## src/rtl/vshift_pkg.sv

```systemverilog
package vshift_pkg;

  typedef enum logic [1:0] {
    OP_SRL  = 2'b00,
    OP_SLL  = 2'b01,
    OP_SRA  = 2'b10,
    OP_PASS = 2'b11
  } shift_op_e;

endpackage

```

## src/rtl/vshift_count_sat.sv

```systemverilog
module vshift_count_sat #(
  parameter int COUNT_W = 64,
  parameter int LANE_W  = 32,
  parameter int AMT_W   = $clog2(LANE_W)
) (
  input  logic [COUNT_W-1:0] count,
  output logic [AMT_W-1:0]   amt,
  output logic               sat
);

  // Any amount that reaches the lane width empties the lane entirely.
  always_comb begin
    sat = (count >= COUNT_W'(LANE_W));
    amt = count[AMT_W-1:0];
  end

endmodule

```

## src/rtl/vshift_lane.sv

```systemverilog
module vshift_lane
  import vshift_pkg::*;
#(
  parameter int LANE_W = 32,
  parameter int AMT_W  = $clog2(LANE_W)
) (
  input  shift_op_e         op,
  input  logic [LANE_W-1:0] lane_in,
  input  logic [AMT_W-1:0]  amt,
  input  logic              sat,
  output logic [LANE_W-1:0] lane_out
);

  logic                          fill;
  logic                          is_left;
  logic [LANE_W-1:0]             rev_in;
  logic [LANE_W-1:0]             pre;
  logic [LANE_W-1:0]             post;
  logic [LANE_W-1:0]             rev_post;
  logic [AMT_W:0][LANE_W-1:0]    stage;

  always_comb begin
    is_left = (op == OP_SLL);
    fill    = (op == OP_SRA) & lane_in[LANE_W-1];
    pre     = is_left ? rev_in : lane_in;
  end

  // Left shift reuses the right shifter through bit reversal.
  for (genvar i = 0; i < LANE_W; i++) begin : g_rev
    assign rev_in[i]   = lane_in[LANE_W-1-i];
    assign rev_post[i] = post[LANE_W-1-i];
  end

  assign stage[0] = pre;

  // Logarithmic right shifter: stage k moves by 2**k when amt[k] is set.
  for (genvar k = 0; k < AMT_W; k++) begin : g_stage
    localparam int SH = 1 << k;
    assign stage[k+1] = amt[k] ? {{SH{fill}}, stage[k][LANE_W-1:SH]} : stage[k];
  end

  assign post = stage[AMT_W];

  always_comb begin
    if (op == OP_PASS) begin
      lane_out = lane_in;
    end else if (sat) begin
      lane_out = {LANE_W{fill}};
    end else if (is_left) begin
      lane_out = rev_post;
    end else begin
      lane_out = post;
    end
  end

  always_comb begin
    if (sat && (op == OP_SRL || op == OP_SLL)) begin
      assert_logical_sat_zero_R4 : assert (lane_out == '0)
        else $error("logical shift with saturated amount left bits set");
    end
    if (sat && op == OP_SRA) begin
      assert_arith_sat_fill_R5 : assert (lane_out == {LANE_W{lane_in[LANE_W-1]}})
        else $error("arithmetic shift with saturated amount did not sign fill");
    end
    if (!sat && op == OP_SRA) begin
      assert_arith_sign_keep_R9 : assert (lane_out[LANE_W-1] == lane_in[LANE_W-1])
        else $error("arithmetic shift changed the lane sign");
    end
  end

endmodule

```

## src/rtl/vshift_packed.sv

```systemverilog
module vshift_packed
  import vshift_pkg::*;
#(
  parameter int LANE_W  = 32,
  parameter int LANES   = 4,
  parameter int COUNT_W = 64
) (
  input  logic [1:0]                op_sel,
  input  logic [LANE_W*LANES-1:0]   data_in,
  input  logic [LANE_W*LANES-1:0]   count_in,
  output logic [LANE_W*LANES-1:0]   result_out
);

  localparam int VEC_W = LANE_W * LANES;
  localparam int AMT_W = $clog2(LANE_W);

  shift_op_e          op;
  logic [COUNT_W-1:0] count_lo;
  logic [AMT_W-1:0]   amt;
  logic               sat;

  assign op       = shift_op_e'(op_sel);
  assign count_lo = count_in[COUNT_W-1:0];

  vshift_count_sat #(
    .COUNT_W (COUNT_W),
    .LANE_W  (LANE_W),
    .AMT_W   (AMT_W)
  ) u_count (
    .count (count_lo),
    .amt   (amt),
    .sat   (sat)
  );

  for (genvar l = 0; l < LANES; l++) begin : g_lane
    vshift_lane #(
      .LANE_W (LANE_W),
      .AMT_W  (AMT_W)
    ) u_lane (
      .op       (op),
      .lane_in  (data_in[l*LANE_W +: LANE_W]),
      .amt      (amt),
      .sat      (sat),
      .lane_out (result_out[l*LANE_W +: LANE_W])
    );
  end

  always_comb begin
    if (count_lo == '0) begin
      assert_zero_count_identity_R6 : assert (result_out == data_in)
        else $error("zero amount altered the data");
    end
    if (op_sel == 2'b11) begin
      assert_reserved_pass_R7 : assert (result_out == data_in)
        else $error("reserved op did not pass data through");
    end
  end

  if (VEC_W < COUNT_W) begin : g_bad_cfg
    initial $error("count field wider than the vector");
  end

endmodule

```

## config.mk

```make
export PLATFORM = sky130hd
export DESIGN_NAME = vshift_packed
export DESIGN_NICKNAME = d
export VERILOG_FILES = /design/src/rtl/vshift_pkg.sv /design/src/rtl/vshift_count_sat.sv /design/src/rtl/vshift_lane.sv /design/src/rtl/vshift_packed.sv
export SDC_FILE = /design/constraint.sdc
export NUM_CORES = 1
export LEC_CHECK = 0
export BUFFER_PORTS_ARGS = -buffer_cell sky130_fd_sc_hd__buf_2
export CAP_MARGIN = 20
export CELL_PAD_IN_SITES_DETAIL_PLACEMENT = 0
export CELL_PAD_IN_SITES_GLOBAL_PLACEMENT = 1
export CORE_ASPECT_RATIO = 1.2
export CORE_MARGIN = 4
export CORE_UTILIZATION = 30
export DETAILED_ROUTE_END_ITERATION = 6
export PLACE_DENSITY_LB_ADDON = 0.12
export SLEW_MARGIN = 20
export SYNTH_ARGS = -nofsm -noshare
export SYNTH_HDL_FRONTEND = slang
export SYNTH_SLANG_ARGS = --single-unit
```

## constraint.sdc

```tcl
create_clock -name vclk -period 4.8
set_clock_uncertainty 0.1 [all_clocks]
set_input_delay 0.24 -clock vclk [all_inputs]
set_output_delay 0.24 -clock vclk [all_outputs]
set_load 0.03 [all_outputs]
```

==> results of run 1 <==
## Yosys cell counts (9+ instances only)
cell type  number  share of area (%)
o211ai_1       23                1.4
o22a_1         16                1.2
a21oi_1       163                6.8
and3_1         12               0.62
o22ai_1        45                2.3
a22oi_1        63                3.9
o21ai_0       111                4.6
buf_2          26                1.1
nand3_1        33                1.4
a211oi_1       15               0.93
nor4_1         22                1.1
a32oi_1         9               0.65
buf_6          11                1.0
a31oi_1        23                1.2
o221ai_1       29                2.1
mux4_2        136                 25
a221oi_1       26                1.9
nor3_1         20               0.83
a21o_1         14               0.87
mux2i_1       130                 11
o21a_1         23                1.4
a22o_1         14                1.0
clkbuf_1      118                3.7
buf_1          19               0.59
nor2_1        197                6.1
mux2_2         23                2.1
nand2_1       180                5.6
## area by class of cell
type / count / share of cell area [%]
Inverter: 9 / 0.263
Multi-Input combinational cell: 1449 / 78.7
Timing Repair Buffer: 407 / 16.4
Tap cell: 533 / 4.67
## per-layer routing
layer / part of all wire (%) / up-vias
li1: - / 7044
met3: 8.7 / 192
met5: 0.018 / -
met1: 40 / 8305
met4: 4.6 / 2
met2: 47 / 1106
## critical path: cells and delay by family
| kind | cells | cell delay, ns |
|---|---|---|
| buffers and inverters | 3 | 1.27 |
| AO/OA/AOI/OAI | 5 | 1.23 |
| AND/OR/NAND/NOR | 2 | 0.86 |
## per-stage QoR
stage | total power, mW | hold WS, ns | utilization (%)
final | 1.98 | 0.807 | 36.0
after global routing | 2.08 | 0.838 | 36.0
after CTS | 1.94 | 0.810 | 36.0
after detailed placement | 1.93 | 0.807 | 36.0
after global placement | 1.94 | 0.805 | 35.9
after floorplan | 1.22 | 0.590 | -
## power by group through the flow
stage                     clock [mW]  sequential, mW  combinational, mW
after detailed placement           0               0               1.93
after global routing               0               0               2.08
after floorplan                    0               0               1.22
after CTS                          0               0               1.94
after global placement             0               0               1.94
final                              0               0               1.98
## worst max-delay path by stage
stage                start        endpoint  slack, ns
4_1_cts          op_sel[0]  result_out[48]       0.93
6_report       count_in[2]  result_out[14]       0.84
3_3_place_gp     op_sel[0]  result_out[48]       0.92
3_5_place_dp     op_sel[0]  result_out[45]       0.93
2_1_floorplan  count_in[0]  result_out[38]       1.55
5_1_grt          op_sel[0]  result_out[48]       0.61
## cells by family (layout without fill, tap and decap cells)
group / count (synthesis) / count (layout) / share of synthesized area, %
AOI/OAI and AO/OA: 656 / 656 / 36.3
and+or+nand+nor: 501 / 501 / 17.9
muxes: 289 / 289 / 38.4
buffers and inverters: 190 / 416 / 7.21
adders and majority gates: 2 / 2 / 0.166
xor gates and xnor gates: 1 / 1 / 0.135
==> metrics.cfg, run 1 <==
[cells_and_area]
n_fill_cell = 4358
layout_commonest_cell = buf_2
final_area_um2 = 14300
seq_cells = 0
nets = 2125
syn2layout_area_growth_pct = 18.5
multiInputGateArea_um2 = 11200
clkbuf_count = 0
regArea_um2 = 0
n_antenna_cell = 0
finalNonFillerCells = 2398
drive_above_1_share_pct = 31.7
final_cell_mix = 320 x buf_2, 189 x nor2_1, 179 x nand2_1, 163 x a21oi_1, 136 x mux4_2

[yosys]
ys_types = 75
yosysSeqAreaShare_pct = 0
synth_area_um2 = 12100
yosys_warnings = 0
syn-num-nets = 1897
synth.avg_cell_area_um2 = 7.35
syn-instance-count = 1639

[setup_path]
path_common_cell = buf_2
start_kind = input pin
crit_type = input pin to output port
worstSetupEndpointType = output port
cp.arrival_ns = 3.62
cp_slowest_stage_delay_ns = 0.82
slowest_stage = nor2_1
crit_chain = buf_2 > inv_2 > nor2_1 > a22o_1 > nor4_1 > a211o_1 > o21ai_0 > o221ai_1 > o21a_1 > buf_2
path_max_fanout = 32
cp.required_ns = 4.46

[floorplan]
io_pins = 386
start_util_pct = 30.3
die_w_um = 191
die_h_um = 228
fp-row-count = 80
core_area_um2 = 39700
die-area_um2 = 43500

[sta]
fin_setup_tns_ns = 0
hold_viol_final = 0
tightestPinTransition_ns = 1.10
setup_viol = 0
fmax_ghz = 0.252
slew_viol_final = 0
fin_crit_sh_pct = 82.6
setup_ws_ns = 0.837
fin_crit_ns = 3.96
slew_headroom_pct = 26.3
rsz0062_at_grt = no

[clock_tree]
cts_hold_buf = 0
post_cts_resize_count = 0
post-cts-setup-buffers = 0

[detailed_routing]
first_pass_iters = 6
totalWireLength_um = 79300
drt-vias-per-instance = 6.94
num_vias = 16600
drc = 0
wl_per_cell_um = 33.1
drtIter0Drc = 1767
ant_nets = 0

[placement]
placed_cell_area_um2 = 14300
dp_hpwl_um = 59200
place.gp.congestion = 0.959
dp.cells = 2398
portBuffers = 322
pre_cts_slack_ns = 0.932

[pwr]
switchingPower_mw = 1.30
p_seq_share_pct = 0
netSwitchingFraction_pct = 65.5
irDropWorstVdd_uv = 59.7
power.density_nw_per_um2 = 139
pwr-share-clk_pct = 0
p_leak_nw = 5.79
pwr-share-comb_pct = 100.0
internal_power_mw = 0.685

[grt]
use_met3_pct = 5.02
busiest_layer = met2
grt_pass1_vias = 16100
met2_usage_pct = 58.1
grt_usage_pct = 34.5
grtUsageMet1_pct = 45.2
grt_pass1_wl_um = 113000
antenna_found_initial = 1
grt.overflow.total = 0
grt_max_degree = 95

[min_path]
hold_path_class = input pin to output port
holdPathEnd = result_out[90]
worst_hold_path.num_cells = 3
hp-start = data_in[90]

[status]
status = finished, final reports clean

[run]
maxCapViolCount = 0

(Power assumes the default switching activity.)
==> inputs of run 2 (changes only) <==
- clock period: 4.8 -> 3.75 ns (I/O delays scaled with it)
==> run 2 against run 1 <==
Compared with the run above:
- non-clock buffer count grew 52
- worst setup slack worse by 0.72 ns
- total power rose by 30%
- clock-buffer cell count stayed put
- sequential cell count did not move
- sequential share of layout area stayed put
- critical path type unchanged
- largest cell class unchanged
- highest routed layer unchanged
==> metrics.cfg, run 2 (same netlist as run 1, synthesis figures left out) <==
[cells_and_area]
n_fill_cell = 4338  ; -0.46%
regArea_um2 = 0  ; unchanged
nets = 2177  ; +2.4%
seq_cells = 0  ; unchanged
clkbuf_count = 0  ; unchanged
final_area_um2 = 14700  ; +3.1%
final_cell_mix = 320 x buf_2, 191 x nor2_1, 179 x nand2_1, 163 x a21oi_1, 136 x mux4_2
drive_above_1_share_pct = 33.6  ; +1.9 points
n_antenna_cell = 0  ; unchanged
layout_commonest_cell = buf_2
syn2layout_area_growth_pct = 22.2

[sta]
fin_crit_ns = 3.63
slew_viol_final = 0  ; unchanged
setup_viol = 0  ; unchanged
tightestPinTransition_ns = 0.930  ; -0.173 ns
rsz0062_at_grt = no
fin_setup_tns_ns = 0  ; unchanged
whs_ns = 0.703  ; -0.103 ns
hold_viol_final = 0  ; unchanged
fmax_ghz = 0.275
setup_ws_ns = 0.115  ; -0.721 ns
slew_headroom_pct = 37.2  ; +11 points
fin_crit_sh_pct = 96.9

[setup_path]
slowest_stage = nor2_2
start_kind = input pin
path_max_fanout = 16  ; -50%
cp.required_ns = 3.46  ; -1.00 ns
crit_type = input pin to output port
cp_slowest_stage_delay_ns = 0.69  ; -0.13 ns
crit_start = count_in[0]
critical_path.endpoint = result_out[25]
worstSetupEndpointType = output port
cp.arrival_ns = 3.35  ; -0.27 ns
path_common_cell = buf_4
crit_chain = buf_4 > clkinv_2 > nor2_2 > buf_4 > buf_4 > a22o_1 > nor2_1 > nand2_1 > o211ai_1 > a221oi_1 > buf_2

[detailed_routing]
first_pass_iters = 6  ; unchanged
drc = 0  ; unchanged
ant_nets = 0  ; unchanged
wl_per_cell_um = 32.3  ; -2.3%
num_vias = 16800  ; +0.75%
drtIter0Drc = 1760  ; -0.40%
totalWireLength_um = 79200  ; -0.19%
drt-vias-per-instance = 6.85  ; -1.4%

[floorplan]
start_util_pct = 30.3  ; unchanged
core_area_um2 = 39700  ; unchanged
die_w_um = 191  ; unchanged
die_h_um = 228  ; unchanged
fp-row-count = 80  ; unchanged
die-area_um2 = 43500  ; unchanged
io_pins = 386  ; unchanged

[pwr]
irDropWorstVdd_uv = 68.7  ; +15%
p_leak_nw = 6.06  ; +4.6%
p_total_mw = 2.58  ; +30%
power.density_nw_per_um2 = 175  ; +26%

[min_path]
hp-start = data_in[91]
hold_path_class = input pin to output port

[grt]
antenna_found_initial = 1  ; unchanged
grt_max_degree = 46  ; -52%
grt_pass1_vias = 16300  ; +1.4%
grt_pass1_wl_um = 114000  ; +0.46%
grt.overflow.total = 0  ; unchanged
grt_usage_pct = 34.6  ; about the same

[run]
maxCapViolCount = 0  ; unchanged

[placement]
placed_cell_area_um2 = 14700  ; +3.0%
dp_hpwl_um = 60600  ; +2.4%
portBuffers = 322  ; unchanged
place.gp.congestion = 0.958  ; -0.15%
pre_cts_slack_ns = 0.107  ; -0.825 ns

[status]
status = finished, final reports clean

[run 2: changes by cell type in the layout (fill, tap and decap cells not counted)]
cell      delta
a221oi_1     -2
a221oi_2     +2
a311oi_1     -1
a311oi_2     +1
buf_12       +3
buf_4       +49
nor2_1       +2
nor2_2       -2
[run 2: cell type report]
class | instances | area [µm²] | area share [%]
Timing Repair Buffer | 459 | 2770 | 18.8
Multi-Input combinational cell | 1449 | 11300 | 76.4
Inverter | 9 | 37.5 | 0.255
Tap cell | 533 | 667 | 4.53
[run 2: metrics by stage]
step / utilization [%] / cells
2_1_floorplan: - / 1639
3_3_place_gp: 37.0 / 2450
3_5_place_dp: 37.0 / 2450
4_1_cts: 37.0 / 2450
5_1_grt: 37.1 / 2450
6_report: 37.1 / 2450
[run 2: routing by layer]
layer / track usage, % / share of wire (%)
met5: 0 / 0.015
met4: 13.3 / 4.7
met3: 5.54 / 9.0
met2: 57.0 / 46
met1: 45.6 / 40
[run 2: how the worst min path moves through the flow]
| stage | to | cells past startpoint |
|---|---|---|
| floorplan | result_out[122] | 2 |
| global placement | result_out[68] | 4 |
| detailed placement | result_out[91] | 4 |
| CTS | result_out[91] | 4 |
| global route | result_out[91] | 4 |
| finish | result_out[91] | 4 |
[run 2: report_power, final]
group	switching (mW)	internal [mW]
sequential	0	0
combinational	1.66	0.920
clock	0	0
[run 2: what timing repair did]
item	CTS	global route
setup endpoints to repair	0	2
gates resized for setup	0	3
setup buffers	0	0
hold buffers	0	0
[run 2: worst max-delay path, delay by kind of cell]
kind            cells  cell delay, ns
buf+inv             5            1.44
compound gates      3            0.87
simple gates        3            0.81
